**src/rtl/fx_pkg.sv**
```systemverilog
package fx_pkg;

  typedef enum logic [3:0] {
    ST_IDLE   = 4'd0,
    ST_RUN    = 4'd1,
    ST_XLAT   = 4'd2,
    ST_ISEND  = 4'd3,
    ST_IRETRY = 4'd4,
    ST_IWAIT  = 4'd5,
    ST_EXEC   = 4'd6,
    ST_DSEND  = 4'd7,
    ST_DRETRY = 4'd8,
    ST_DWAIT  = 4'd9,
    ST_FAULT  = 4'd10,
    ST_SWOUT  = 4'd11
  } fx_state_e;

  typedef enum logic [2:0] {
    PH_IDLE, PH_RUN, PH_XLAT, PH_IFETCH, PH_EXEC, PH_DATA, PH_FAULT, PH_SWOUT
  } fx_phase_e;

  typedef enum logic [1:0] {
    PS_IDLE, PS_SEND, PS_RETRY, PS_WAIT
  } fx_port_e;

  localparam int NPORT = 2;
  localparam int PIDX_I = 0;
  localparam int PIDX_D = 1;

endpackage

```
**src/rtl/fx_port_ctl.sv**
```systemverilog
module fx_port_ctl
  import fx_pkg::*;
(
  input  logic     clk,
  input  logic     rst,
  input  logic     start_i,
  input  logic     accept_i,
  input  logic     retry_i,
  input  logic     resp_i,
  input  logic     nack_i,
  output logic     req_o,
  output fx_port_e sub_o,
  output logic     done_o
);

  fx_port_e st_q, st_d;

  always_comb begin
    st_d = st_q;
    unique case (st_q)
      PS_IDLE:  if (start_i) st_d = PS_SEND;
      PS_SEND:  st_d = accept_i ? PS_WAIT : PS_RETRY;
      PS_RETRY: if (retry_i) st_d = PS_SEND;
      PS_WAIT:  if (resp_i) st_d = nack_i ? PS_SEND : PS_IDLE;
      default:  st_d = PS_IDLE;
    endcase
  end

  always_ff @(posedge clk) begin
    if (rst) st_q <= PS_IDLE;
    else     st_q <= st_d;
  end

  assign req_o  = (st_q == PS_SEND);
  assign sub_o  = st_q;
  assign done_o = (st_q == PS_WAIT) && resp_i && !nack_i;

endmodule

```
**src/rtl/fx_busy_ctr.sv**
```systemverilog
module fx_busy_ctr #(
  parameter int CNT_W = 16
) (
  input  logic             clk,
  input  logic             rst,
  input  logic             busy_i,
  output logic [CNT_W-1:0] cnt_o
);

  logic [CNT_W-1:0] cnt_q;

  always_ff @(posedge clk) begin
    if (rst)         cnt_q <= '0;
    else if (busy_i) cnt_q <= cnt_q + CNT_W'(1);
  end

  assign cnt_o = cnt_q;

endmodule

```
**src/rtl/fx_sequencer.sv**
```systemverilog
module fx_sequencer
  import fx_pkg::*;
#(
  parameter int DLY_W = 4,
  parameter int CNT_W = 16
) (
  input  logic             clk,
  input  logic             rst,
  input  logic             activate_i,
  input  logic [DLY_W-1:0] act_delay_i,
  input  logic             suspend_i,
  input  logic             drain_req_i,
  input  logic             xlat_done_i,
  input  logic             xlat_fault_i,
  input  logic             exec_mem_i,
  input  logic             exec_fault_i,
  output logic             imem_req_o,
  input  logic             imem_accept_i,
  input  logic             imem_retry_i,
  input  logic             imem_resp_i,
  input  logic             imem_nack_i,
  output logic             dmem_req_o,
  input  logic             dmem_accept_i,
  input  logic             dmem_retry_i,
  input  logic             dmem_resp_i,
  input  logic             dmem_nack_i,
  output logic [3:0]       state_o,
  output logic             drained_o,
  output logic             pc_adv_o,
  output logic             redirect_o,
  output logic [CNT_W-1:0] busy_cycles_o
);

  // per-port handshake engines
  logic [NPORT-1:0] p_start, p_acc, p_rty, p_rsp, p_nak, p_req, p_done;
  fx_port_e         p_sub [NPORT];

  assign p_acc = {dmem_accept_i, imem_accept_i};
  assign p_rty = {dmem_retry_i,  imem_retry_i};
  assign p_rsp = {dmem_resp_i,   imem_resp_i};
  assign p_nak = {dmem_nack_i,   imem_nack_i};

  for (genvar g = 0; g < NPORT; g++) begin : g_port
    fx_port_ctl u_port (
      .clk      (clk),
      .rst      (rst),
      .start_i  (p_start[g]),
      .accept_i (p_acc[g]),
      .retry_i  (p_rty[g]),
      .resp_i   (p_rsp[g]),
      .nack_i   (p_nak[g]),
      .req_o    (p_req[g]),
      .sub_o    (p_sub[g]),
      .done_o   (p_done[g])
    );
  end

  assign imem_req_o = p_req[PIDX_I];
  assign dmem_req_o = p_req[PIDX_D];

  // main sequencing state
  fx_phase_e        ph_q, ph_d;
  logic [DLY_W-1:0] dly_q, dly_d;
  logic             drn_q, drn_d, sus_q, sus_d;
  logic             drained_d, adv_d, red_d;
  logic             drn_eff, sus_eff, finish;

  assign drn_eff = drn_q | drain_req_i;
  assign sus_eff = sus_q | suspend_i;

  assign p_start[PIDX_I] = (ph_q == PH_XLAT) && xlat_done_i && !xlat_fault_i;
  assign p_start[PIDX_D] = (ph_q == PH_EXEC) && exec_mem_i && !exec_fault_i;

  always_comb begin
    ph_d      = ph_q;
    dly_d     = dly_q;
    drained_d = 1'b0;
    adv_d     = 1'b0;
    red_d     = 1'b0;
    finish    = 1'b0;
    unique case (ph_q)
      PH_IDLE: begin
        if (drain_req_i) begin
          ph_d      = PH_SWOUT;
          drained_d = 1'b1;
        end else if (activate_i) begin
          ph_d  = PH_RUN;
          dly_d = act_delay_i;
        end
      end
      PH_RUN: begin
        if (drn_eff) begin
          ph_d      = PH_SWOUT;
          drained_d = 1'b1;
        end else if (sus_eff) begin
          ph_d = PH_IDLE;
        end else if (dly_q != '0) begin
          dly_d = dly_q - DLY_W'(1);
        end else begin
          ph_d = PH_XLAT;
        end
      end
      PH_XLAT: begin
        if (xlat_done_i) begin
          if (xlat_fault_i) begin
            ph_d  = PH_FAULT;
            red_d = 1'b1;
          end else begin
            ph_d = PH_IFETCH;
          end
        end
      end
      PH_IFETCH: begin
        if (p_done[PIDX_I]) begin
          if (drn_eff) begin
            ph_d      = PH_SWOUT;
            drained_d = 1'b1;
          end else begin
            ph_d = PH_EXEC;
          end
        end
      end
      PH_EXEC: begin
        if (exec_fault_i) begin
          ph_d  = PH_FAULT;
          red_d = 1'b1;
        end else if (exec_mem_i) begin
          ph_d = PH_DATA;
        end else begin
          adv_d  = 1'b1;
          finish = 1'b1;
        end
      end
      PH_DATA: begin
        if (p_done[PIDX_D]) begin
          adv_d  = 1'b1;
          finish = 1'b1;
        end
      end
      PH_FAULT: finish = 1'b1;
      PH_SWOUT: drained_d = drain_req_i;
      default:  ph_d = PH_IDLE;
    endcase

    if (finish) begin
      if (drn_eff) begin
        ph_d      = PH_SWOUT;
        drained_d = 1'b1;
      end else if (sus_eff) begin
        ph_d = PH_IDLE;
      end else begin
        ph_d  = PH_RUN;
        dly_d = '0;
      end
    end

    drn_d = (ph_d == PH_IDLE || ph_d == PH_SWOUT) ? 1'b0 : drn_eff;
    sus_d = (ph_d == PH_IDLE || ph_d == PH_SWOUT || ph_q == PH_IDLE) ? 1'b0 : sus_eff;
  end

  always_ff @(posedge clk) begin
    if (rst) begin
      ph_q       <= PH_IDLE;
      dly_q      <= '0;
      drn_q      <= 1'b0;
      sus_q      <= 1'b0;
      drained_o  <= 1'b0;
      pc_adv_o   <= 1'b0;
      redirect_o <= 1'b0;
    end else begin
      ph_q       <= ph_d;
      dly_q      <= dly_d;
      drn_q      <= drn_d;
      sus_q      <= sus_d;
      drained_o  <= drained_d;
      pc_adv_o   <= adv_d;
      redirect_o <= red_d;
    end
  end

  // flat state code from phase and port sub-state
  fx_state_e st_flat;
  always_comb begin
    unique case (ph_q)
      PH_IDLE:   st_flat = ST_IDLE;
      PH_RUN:    st_flat = ST_RUN;
      PH_XLAT:   st_flat = ST_XLAT;
      PH_IFETCH: st_flat = (p_sub[PIDX_I] == PS_RETRY) ? ST_IRETRY :
                           (p_sub[PIDX_I] == PS_WAIT)  ? ST_IWAIT  : ST_ISEND;
      PH_EXEC:   st_flat = ST_EXEC;
      PH_DATA:   st_flat = (p_sub[PIDX_D] == PS_RETRY) ? ST_DRETRY :
                           (p_sub[PIDX_D] == PS_WAIT)  ? ST_DWAIT  : ST_DSEND;
      PH_FAULT:  st_flat = ST_FAULT;
      PH_SWOUT:  st_flat = ST_SWOUT;
      default:   st_flat = ST_IDLE;
    endcase
  end
  assign state_o = st_flat;

  fx_busy_ctr #(.CNT_W(CNT_W)) u_busy (
    .clk    (clk),
    .rst    (rst),
    .busy_i (ph_q != PH_IDLE && ph_q != PH_SWOUT),
    .cnt_o  (busy_cycles_o)
  );

endmodule

```
**config.mk**
```make
export PLATFORM = sky130hd
export DESIGN_NAME = fx_sequencer
export DESIGN_NICKNAME = d
export VERILOG_FILES = /design/src/rtl/fx_pkg.sv /design/src/rtl/fx_port_ctl.sv /design/src/rtl/fx_busy_ctr.sv /design/src/rtl/fx_sequencer.sv
export SDC_FILE = /design/constraint.sdc
export NUM_CORES = 1
export LEC_CHECK = 0
export ABC_CLOCK_PERIOD_IN_PS = 3500
export CAP_MARGIN = 0
export CORE_ASPECT_RATIO = 1.2
export CORE_MARGIN = 2
export CORE_UTILIZATION = 53
export CTS_CLUSTER_SIZE = 14
export DETAILED_ROUTE_END_ITERATION = 7
export GPL_TIMING_DRIVEN = 0
export PLACE_DENSITY = 0.85
export SYNTH_ARGS = -nofsm -noshare
export SYNTH_HDL_FRONTEND = slang
export SYNTH_SLANG_ARGS = --single-unit
```
**constraint.sdc**
```tcl
create_clock -name clk -period 3.5 [get_ports clk]
set_clock_uncertainty 0.2 [all_clocks]
set_input_delay 0.875 -clock clk [delete_from_list [all_inputs] [get_ports clk]]
set_output_delay 0.875 -clock clk [all_outputs]
set_load 0.05 [all_outputs]
```
Word level (Yosys, flattened, before mapping)
Cells that the tools add are included.

$add $sub $neg: 2. Eq/ne operators: 21. Mux-type cells: 56. Bitwise gates (word level): 2. Reductions and logical operators: 25.

Operator list (count): $mux 3 (14); $mux 4 (10); $pmux 4 s8 (1); $add 16x1->16 const B (1); $mux 1 (16); $pmux 2 s4 (2); $eq 3x3->1 const B (5); $pmux 3 s5 (1); $mux 2 (7); $logic_and 1x1->1 (9); $eq 2x2->1 const B (4); $ne 2x2->1 const B (4); $pmux 4 s2 (1); $eq 3x2->1 const B (2); $logic_not 3->1 (2); $reduce_and 3->1 (2); $eq 2x1->1 const B (2); $logic_not 1->1 (4); $logic_not 2->1 (2); $ne 2x1->1 const B (2); $pmux 1 s2 (2); $pmux 1 s4 (1); $reduce_bool 4->1 (1); $reduce_or 2->1 (2); other kinds (7) (9).

Register bits after elaboration: 32. Input bits: 21. Output and inout bits: 25. Word-level logic and storage cells: 116.

Logic depth before layout (Yosys ltp)
Gate-level depths: netlist of the first run.

Word-level depth: 10. Mapped depth: 8. Gate-level depth less buffers: 8.

Cells and area by module
Synthesis of the first run repeated with hierarchy kept, for this count alone.

Cell total of the unflattened synthesis: 232. Area, all modules: 1994.4 sq um.

By module, submodules not included: fx_sequencer (times used 1, cells each 123, area each 972.2 sq um, seq. area each 240.2 sq um); fx_busy_ctr (times used 1, cells each 83, area each 757.0 sq um, seq. area each 320.3 sq um); fx_port_ctl (times used 2, cells each 13, area each 132.6 sq um, seq. area each 40.0 sq um).

Worst setup path before layout of the first run
Ideal clock, no wire load.

Path kind: register to output. From: register ph_q[0]. To: output port state_o[2]. Arrival: 2.229 ns. Required time: 2.425 ns. Path slack: 0.196 ns. Stages on the path, launching flop included: 6. Buffers on the path: 3. Path through: dfxtp_1 > buf_4 > buf_2 > buf_1 > nand3_1 > o21ai_0.

Word-level cells in the longest chain between the ends: 2. Elaborated cells between the ends (all ways): 9. Classes of those cells: eq/ne (7); mux (1); reduce/logical (1).

RTL lines: start: declaration (line fx_sequencer.sv:62) `fx_phase_e ph_q, ph_d;`; start signal: assignment (line fx_sequencer.sv:171) `ph_q <= ph_d;`; $eq 3x3->1 (tied with other cells) (line fx_sequencer.sv:184) `unique case (ph_q)`; $pmux 4 s8 (*) (line fx_sequencer.sv:184); end: declaration (line fx_sequencer.sv:27) `output logic [3:0] state_o,`.

Every way passes the cells marked *; elsewhere a longest branch is shown, timed or not.

Worst setup path after layout of the first run
From: register ph_q[0]. To: output port state_o[0].

Same word-level chain as after synthesis.

==> results.txt, run 1 <==
----------------------------------------------------
[Outcome]
  Outcome ... finished, violations left
  Violated checks ... design-rule violations

[Pwr]
  Switching component of the power ... between 600 and 700 µW
  Leakage power total ... ~0.98 nW
  Worst IR drop on VDD ... around 0.31 mV
  Switching share of total power ... 40.5%
  Proportion of power drawn by combinational gates ... between 40 and 50%
  Internal cell power ... slightly below 900 µW
  Share of power burned in the clock network ... 24.1%
  Share of total power in sequential cells ... between 30% and 40%
  Power density normalized to cell area ... around 600 nW/µm²

[Place]
  Number of cells in the design after placement ... between 300 and 400
  Gpl congestion ... a little under 0.9
  Placed wire-length estimate after detailed placement ... approximately 3.1 mm
  Input/output buffers ... 45

[Worst setup path]
  Number of buffers and inverters on the critical path ... 3
  CP top delay family ... buffers and inverters
  Worst setup path class ... register to output pin
  Category of the worst setup path launch point ... register
  Crit-path cells ... buf_4 -> buf_2 -> o311a_1 -> clkdlybuf4s50_1
  Data arrival time of the worst path ... about 2.3 ns
  Reg2Reg Setup Slack ... ~1.4 ns
  Worst Setup End Kind ... output pin
  Critical path peak fanout ... 19
  Maximum cell stage delay along the critical path ... ~0.80 ns
  Library cell contributing the largest single delay on the critical path ... sky130_fd_sc_hd__clkdlybuf4s50_1
  Worst EP required ... 2.42 ns

[Global routing]
  Global-route total usage across every layer ... ~22%
  First-pass GRT wire length ... just over 7 mm
  Met3 Track Usage GR ... 6.53%
  Maximum number of pins on one net before global-route repair ... 20
  Total global routing overflow ... 0
  Global-route layer with the greatest usage ... met2
  Initial antenna violation count ... 0
  GRT met2 Usage ... a little over a third
  Met1 Track Usage GR ... 28.3%
  Via count of the first global-routing pass ... 1583

[Synthesis]
  Warnings from Yosys ... 0
  Post-synth EDFFs ... 0
  Gate Count Post-Synth ... between 200 and 250
  Part of the Yosys area used for sequential elements ... 33.8%
  Average cell area after synthesis ... about 8.4 µm²
  Fraction of synthesized cell area taken by the top area cell type ... 33.8%
  Prevailing post-synth register cell ... sky130_fd_sc_hd__dfxtp_1
  Combined area of all synthesized cells ... about 1900 µm²
  Seq cells post-synth ... 32
  Ys async rst share ... 0%
  Top cells by area, synth ... sky130_fd_sc_hd__dfxtp_1, sky130_fd_sc_hd__xor2_1, sky130_fd_sc_hd__nor2_1
  Number of nets in the synthesized netlist ... approximately 250
  Number of library cell types mapped by synthesis ... 58
  Post-synthesis cell type with the largest combined area ... sky130_fd_sc_hd__dfxtp_1

[STA]
  Transition time at the pin with the least slew margin ... ~0.50 ns
  Slew HR ... 66.4%
  Worst Hold Margin ... 0.338 ns
  Total of endpoints with negative setup slack in the final report ... 0
  Ratio of final minimum period to clock period ... a little over nine tenths
  Time the final worst path needs with I/O delays and setup ... 3.40 ns
  Setup repair after global routing missed its margin ... false
  F_max ... between 0.2 and 0.3 GHz
  Total negative slack ... 0 ns
  Hold violation total from the final report ... 0
  Final-report max-slew violation count ... 0

[Routing]
  Number of DRC violations after detailed-routing iteration 0 ... just over 80
  Wire length per cell ... roughly 13 µm
  DRC violations left ... 5
  DR vias/cell ... between 5 and 6
  Final wirelength ... 4.21 mm
  Drt first pass iters ... 6
  Routed via count ... around 1800
  Post-detailed-route count of antenna-violating nets ... 0

[Die]
  Effective utilization at floorplan ... 55.9%
  Core region area ... approximately 3400 µm²
  Floorplan die area ... 4080 µm²
  Die height ... ~70 µm
  Number of rows created at floorplan ... 23
  I/O pin count ... 46
  Horizontal extent of the die ... between 50 and 60 µm

[Clock tree]
  Clk Latency, worst-skew pair ... between 0.2 and 0.3 ns
  Buffer cell driving the clock tree root ... sky130_fd_sc_hd__clkbuf_8
  CTS Hold Buffers Added ... 0
  Clock tree from TritonCTS ... built
  # resized after CTS ... 1
  Register clock-pin slew on the reported worst setup and hold paths ... about 0.070 ns
  CTS Buf Count ... 5
  H-tree levels ... 2
  Clock Tree Buf Depth ... 2
  Post-CTS setup repair buffer count ... 0
  Clock net sink count ... 32

[Cells and area]
  Number of nets in the finished design ... around 300
  Final std cells w/o fill ... ~310
  Area delta synth->final ... 31.9%
  Layout cell share with drive strength beyond 1 ... between 10% and 20%
  FILL cells ... 272
  Antenna diode instance count ... 0

[Hold path]
  Worst hold-check path type ... register to register

[Flow run]
  MaxCap Viol Count ... 0

----------------------------------------------------
final timing paths:
kind                                                     from                             to  cells after the start
worst min register to register  u_busy.cnt_o[15]$_SDFFE_PP0P_  u_busy.cnt_o[15]$_SDFFE_PP0P_                      2
worst max register to register            dly_q[0]$_SDFF_PP0_               drn_q$_SDFF_PP0_                      8
worst max-delay path                       ph_q[0]$_SDFF_PP0_                     state_o[0]                      4
worst min-delay path            u_busy.cnt_o[15]$_SDFFE_PP0P_  u_busy.cnt_o[15]$_SDFFE_PP0P_                      2
cells by family after synthesis:
group | after synthesis | share of synthesized area (%)
simple gates | 105 | 32.1
compound gates | 51 | 20.4
flops | 32 | 33.8
buf+inv | 18 | 4.49
xor+xnor | 15 | 6.93
mux | 2 | 1.06
fa+ha+maj | 2 | 1.32
cell usage in the layout, fill, tap and decap left out, types with 2 or more instances in the layout:
| cell type | instances |
|---|---|
| sky130_fd_sc_hd__buf_2 | 5 |
| sky130_fd_sc_hd__o21ai_0 | 13 |
| sky130_fd_sc_hd__xor2_1 | 13 |
| sky130_fd_sc_hd__nand4_1 | 2 |
| sky130_fd_sc_hd__nand2_1 | 20 |
| sky130_fd_sc_hd__nor3_2 | 3 |
| sky130_fd_sc_hd__clkbuf_8 | 5 |
| sky130_fd_sc_hd__and3_1 | 6 |
| sky130_fd_sc_hd__o22a_1 | 2 |
| sky130_fd_sc_hd__a311oi_1 | 3 |
| sky130_fd_sc_hd__xnor2_1 | 2 |
| sky130_fd_sc_hd__nand2b_1 | 2 |
| sky130_fd_sc_hd__and2b_2 | 2 |
| sky130_fd_sc_hd__and4_1 | 3 |
| sky130_fd_sc_hd__nor2_2 | 2 |
| sky130_fd_sc_hd__a221oi_1 | 2 |
| sky130_fd_sc_hd__clkbuf_1 | 2 |
| sky130_fd_sc_hd__nor3_1 | 9 |
| sky130_fd_sc_hd__clkdlybuf4s50_1 | 43 |
| sky130_fd_sc_hd__buf_4 | 3 |
| sky130_fd_sc_hd__a21oi_1 | 9 |
| sky130_fd_sc_hd__nand3_1 | 10 |
| sky130_fd_sc_hd__mux2i_1 | 2 |
| sky130_fd_sc_hd__a211oi_1 | 3 |
| sky130_fd_sc_hd__o22ai_1 | 2 |
| sky130_fd_sc_hd__dfxtp_1 | 32 |
| sky130_fd_sc_hd__nor2b_1 | 4 |
| sky130_fd_sc_hd__nand3b_1 | 3 |
| sky130_fd_sc_hd__nor2_1 | 27 |
| sky130_fd_sc_hd__nand2_2 | 2 |
| sky130_fd_sc_hd__a22o_1 | 2 |
| sky130_fd_sc_hd__inv_1 | 5 |
| sky130_fd_sc_hd__ha_1 | 2 |
Yosys cell counts, types with 2 or more instances:
library cell,instances
sky130_fd_sc_hd__dfxtp_1,32
sky130_fd_sc_hd__nor2_1,27
sky130_fd_sc_hd__nand2_1,20
sky130_fd_sc_hd__o21ai_0,13
sky130_fd_sc_hd__xor2_1,13
sky130_fd_sc_hd__nand3_1,10
sky130_fd_sc_hd__a21oi_1,9
sky130_fd_sc_hd__nor3_1,9
sky130_fd_sc_hd__and3_1,6
sky130_fd_sc_hd__buf_2,5
sky130_fd_sc_hd__inv_1,5
sky130_fd_sc_hd__nor2b_1,4
sky130_fd_sc_hd__a211oi_1,3
sky130_fd_sc_hd__a311oi_1,3
sky130_fd_sc_hd__and4_1,3
sky130_fd_sc_hd__buf_4,3
sky130_fd_sc_hd__nand3b_1,3
sky130_fd_sc_hd__nor3_2,3
sky130_fd_sc_hd__a221oi_1,2
sky130_fd_sc_hd__a22o_1,2
sky130_fd_sc_hd__and2b_2,2
sky130_fd_sc_hd__buf_1,2
sky130_fd_sc_hd__clkbuf_1,2
sky130_fd_sc_hd__ha_1,2
sky130_fd_sc_hd__mux2i_1,2
sky130_fd_sc_hd__nand2_2,2
sky130_fd_sc_hd__nand2b_1,2
sky130_fd_sc_hd__nand4_1,2
sky130_fd_sc_hd__nor2_2,2
sky130_fd_sc_hd__o22a_1,2
sky130_fd_sc_hd__o22ai_1,2
sky130_fd_sc_hd__xnor2_1,2
metal layers:
layer	wire length, µm	up-vias
met2	2010	42
met4	76	0
met3	236	8
met1	1890	803
li1	-	911
met5	0	-
area by class of cell:
type	count	area (µm²)	share of cell area [%]
Buffer	11	58.8	2.35
Clock buffer	5	68.8	2.75
Clock inverter	3	42.5	1.70
Inverter	6	22.5	0.900
Multi-Input combinational cell	175	1170	46.8
Sequential cell	32	641	25.6
Tap cell	37	46.3	1.85
Timing Repair Buffer	45	452	18.0
per-stage QoR:
step	worst slack [ns]	cell area [µm²]	utilization [%]	power, mW
after floorplan	0.196	1900	-	0.968
after global placement	0.0429	2390	70.5	1.14
after detailed placement	0.0266	2390	70.5	1.15
after CTS	0.0799	2500	73.6	1.49
after global routing	0.00630	2500	73.7	1.58
final	0.103	2500	73.7	1.49
worst register-to-register path, delay by kind of cell, from the launching register on:
family | cells | cell delay, ns
and+or+nand+nor | 5 | 1.09
DFF | 1 | 0.35
adders and majority gates | 1 | 0.19
AOI/OAI and AO/OA | 1 | 0.10
buffers and inverters | 1 | 0.07
sequential cells by signal (all words and copies together) (netlist names):
signal / flops
dly_q: 4
sus_q: 1
g_port.u_port.sub_o: 4
pc_adv_o: 1
drn_q: 1
drained_o: 1
u_busy.cnt_o: 16
ph_q: 3
redirect_o: 1
power by group through the flow:
stage / registers [mW] / clock network [mW] / logic, mW
final: 0.478 / 0.358 / 0.653
after CTS: 0.477 / 0.363 / 0.654
after global placement: 0.484 / 0 / 0.652
after floorplan: 0.529 / 0 / 0.439
after detailed placement: 0.485 / 0 / 0.661
after global routing: 0.488 / 0.380 / 0.712
Note: power is estimated with default switching activity, not from simulation.
==> run 2: changes to the inputs <==
Settings changed: CAP_MARGIN 0 to default.
==> results of run 2 <==
The final DEF is identical to that of run 1; final timing and power are the same.
==> run 3: changes to the inputs <==
Settings changed: CORE_ASPECT_RATIO 1.2 to default.
==> run 3 against run 2 <==
The flow now finishes without violations. Critical path depth up 1. Cell count up 3.2%. Fmax up 1.3%. Routed wire length about the same. Sequential power about the same. Clock power down 21%. Clock-buffer cell count unchanged. Cell area down 0.95%. Total power down 4.9%.
==> results.txt, run 3 (synthesis gave the netlist of run 1 again) <==
----------------------------------------------------
[Outcome]
  Outcome ... finished clean (was finished, violations left)

[Routing]
  DRC violations left ... 0 (was 5)
  Drt first pass iters ... 4 (was 6)
  Final wirelength ... 4.21 mm (about the same)
  Routed via count ... 1790 (was 1764)
  Number of DRC violations after detailed-routing iteration 0 ... 110 (was 82)
  Post-detailed-route count of antenna-violating nets ... 0 (unchanged)
  DR vias/cell ... 5.52 (was 5.62)
  Wire length per cell ... 13.0 µm (was 13.4 µm)

[Worst setup path]
  Critical path peak fanout ... 10 (was 19)
  Reg2Reg Setup Slack ... 1.35 ns (was 1.40 ns)
  Critical path startpoint ... ph_q[0]$_SDFF_PP0_ (unchanged)
  Worst reg-to-reg path cell count ... 8 (unchanged)
  Number of buffers and inverters on the critical path ... 3 (unchanged)
  Critical R2R Launch ... dly_q[0]$_SDFF_PP0_ (unchanged)
  Worst setup path class ... register to output pin (unchanged)
  Cell depth of the worst setup path ... 5 (was 4)
  Data arrival time of the worst path ... 2.28 ns (was 2.32 ns)
  CP top delay family ... buffers and inverters (unchanged)
  Crit-path cells ... buf_4 -> buf_2 -> a21oi_1 -> nor2b_1 -> clkdlybuf4s50_1 (was buf_4 -> buf_2 -> o311a_1 -> clkdlybuf4s50_1)
  Library cell contributing the largest single delay on the critical path ... sky130_fd_sc_hd__clkdlybuf4s50_1 (unchanged)
  Critical path endpoint ... state_o[3] (was state_o[0])
  RR Endpoint ... sus_q$_SDFF_PP0_ (was drn_q$_SDFF_PP0_)
  Category of the worst setup path launch point ... register (unchanged)
  Worst EP required ... 2.42 ns (about the same)
  Maximum cell stage delay along the critical path ... 0.81 ns (was 0.80 ns)
  Worst Setup End Kind ... output pin (unchanged)

[Cells and area]
  Most common cell after layout, fill and taps aside ... sky130_fd_sc_hd__clkdlybuf4s50_1 (unchanged)
  End-of-flow core utilization ... 73.1% (was 73.7%)
  Commonest cells after routing, fill and taps aside ... sky130_fd_sc_hd__clkdlybuf4s50_1, sky130_fd_sc_hd__dfxtp_1, sky130_fd_sc_hd__nor2_1 (unchanged)
  Final std cells w/o fill ... 324 (was 314)
  Area delta synth->final ... 30.7% (was 31.9%)
  Antenna diode instance count ... 0 (unchanged)
  Layout cell share with drive strength beyond 1 ... 14.0% (was 13.4%)
  Number of nets in the finished design ... 300 (was 299)
  Number of flip-flops under the largest register name ... 16 (unchanged)

[Place]
  Placed wire-length estimate after detailed placement ... 3.19 mm (was 3.14 mm)
  Gpl congestion ... 0.904 (was 0.878)
  Input/output buffers ... 45 (unchanged)
  Number of cells in the design after placement ... 316 (was 307)

[Clock tree]
  Clock Tree Buf Depth ... 2 (unchanged)
  H-tree levels ... 2 (unchanged)
  Clock net sink count ... 32 (unchanged)
  Clk Latency, worst-skew pair ... 0.34 ns (was 0.29 ns)
  Clock tree from TritonCTS ... built (unchanged)
  CTS Buf Count ... 5 (unchanged)
  Buffer cell driving the clock tree root ... sky130_fd_sc_hd__clkbuf_4 (was sky130_fd_sc_hd__clkbuf_8)
  Post-CTS setup repair buffer count ... 0 (unchanged)
  Register clock-pin slew on the reported worst setup and hold paths ... 0.10 ns (was 0.07 ns)

[Global routing]
  Maximum number of pins on one net before global-route repair ... 12 (was 20)
  First-pass GRT wire length ... 7.45 mm (was 7.10 mm)
  Global-route total usage across every layer ... 22.8% (was 22.5%)
  Initial antenna violation count ... 0 (unchanged)
  Via count of the first global-routing pass ... 1688 (was 1583)
  Total global routing overflow ... 0 (unchanged)

[Pwr]
  Worst IR drop on VDD ... 0.397 mV (was 0.313 mV)
  Leakage power total ... 0.957 nW (was 0.980 nW)
  Power density normalized to cell area ... 571 nW/µm² (was 595 nW/µm²)
  Final Power ... 1.42 mW (was 1.49 mW)

[STA]
  F_max ... 0.298 GHz (was 0.294 GHz)
  Transition time at the pin with the least slew margin ... 0.503 ns (was 0.502 ns)
  Setup repair after global routing missed its margin ... false (unchanged)
  Ratio of final minimum period to clock period ... 95.8% (was 97.0%)
  Hold violation total from the final report ... 0 (unchanged)
  Final-report max-slew violation count ... 0 (unchanged)
  Slew HR ... 66.4% (about the same)
  Time the final worst path needs with I/O delays and setup ... 3.35 ns (was 3.40 ns)
  Total of endpoints with negative setup slack in the final report ... 0 (unchanged)
  Total negative slack ... 0 ns (unchanged)

[Die]
  Die height ... 63.8 µm (was 69.5 µm)
  Core region area ... 3390 µm² (was 3400 µm²)
  I/O pin count ... 46 (unchanged)
  Floorplan die area ... 4070 µm² (was 4080 µm²)
  Effective utilization at floorplan ... 56.0% (was 55.9%)
  Number of rows created at floorplan ... 21 (was 23)
  Horizontal extent of the die ... 63.8 µm (was 58.6 µm)

[Flow run]
  MaxCap Viol Count ... 0 (unchanged)

[Hold path]
  Worst hold-check path type ... register to register (unchanged)
  Startpoint of the most critical hold path ... u_busy.cnt_o[15]$_SDFFE_PP0P_ (unchanged)

----------------------------------------------------
[run 3: per-layer routing]
| metal | routed length (µm) | part of all wire [%] | up-vias | track usage [%] |
|---|---|---|---|---|
| met5 | 0 | 0 | - | 0 |
| met2 | 1990 | 47 | 43 | 36.3 |
| met3 | 202 | 4.8 | 5 | 5.46 |
| met1 | 1980 | 47 | 820 | 30.1 |
| li1 | - | - | 922 | - |
| met4 | 44 | 1.0 | 0 | 7.88 |
[run 3: what timing repair did]
item	in CTS	in global routing
endpoints found under the setup margin	3	1
resized for setup	4	3
gates cloned	0	0
hold buffers	0	0
[run 3: per-stage QoR]
step / worst slack (ns) / hold WS, ns / instance area [µm²]
after global placement: 0.0232 / 0.304 / 2400
after global routing: 0.0627 / 0.381 / 2480
after CTS: 0.108 / 0.348 / 2480
final: 0.145 / 0.343 / 2480
after detailed placement: 0.0165 / 0.318 / 2400
after floorplan: 0.196 / 0.312 / 1900
[run 3: layout make-up]
cell class                      instances  area (µm²)
Buffer                                 12        63.8
Clock buffer                            5        37.5
Clock inverter                          3        42.5
Fill cell                             263         911
Inverter                                6        22.5
Multi-Input combinational cell        175        1170
Sequential cell                        32         641
Tap cell                               46        57.6
Timing Repair Buffer                   45         443
[run 3: worst min-delay path by stage]
stage / cells after the start / slack [ns] / end
after global routing: 2 / 0.38 / ph_q[0]$_SDFF_PP0_
after detailed placement: 2 / 0.32 / u_busy.cnt_o[12]$_SDFFE_PP0P_
after global placement: 2 / 0.30 / u_busy.cnt_o[15]$_SDFFE_PP0P_
after floorplan: 1 / 0.31 / g_port[1].u_port.sub_o[0]$_SDFFE_PP0P_
after CTS: 2 / 0.35 / u_busy.cnt_o[15]$_SDFFE_PP0P_
final: 2 / 0.34 / u_busy.cnt_o[15]$_SDFFE_PP0P_
[run 3: power breakdown]
part	switching, mW	internal (mW)	total [mW]
registers	0.0619	0.415	0.477
clock network	0.135	0.149	0.284
logic	0.398	0.258	0.656
total	0.595	0.821	1.42
[run 3: worst reg2reg max path, stage by stage, from the launching register on]
cell and delay [ns]:
sky130_fd_sc_hd__dfxtp_1 0.37, sky130_fd_sc_hd__inv_1 0.08, sky130_fd_sc_hd__ha_1 0.21, sky130_fd_sc_hd__nor3b_2 0.25, sky130_fd_sc_hd__o21ai_0 0.10, sky130_fd_sc_hd__and3_1 0.23, sky130_fd_sc_hd__nor4_4 0.33, sky130_fd_sc_hd__and2b_2 0.23
sky130_fd_sc_hd__nor3_2 0.05
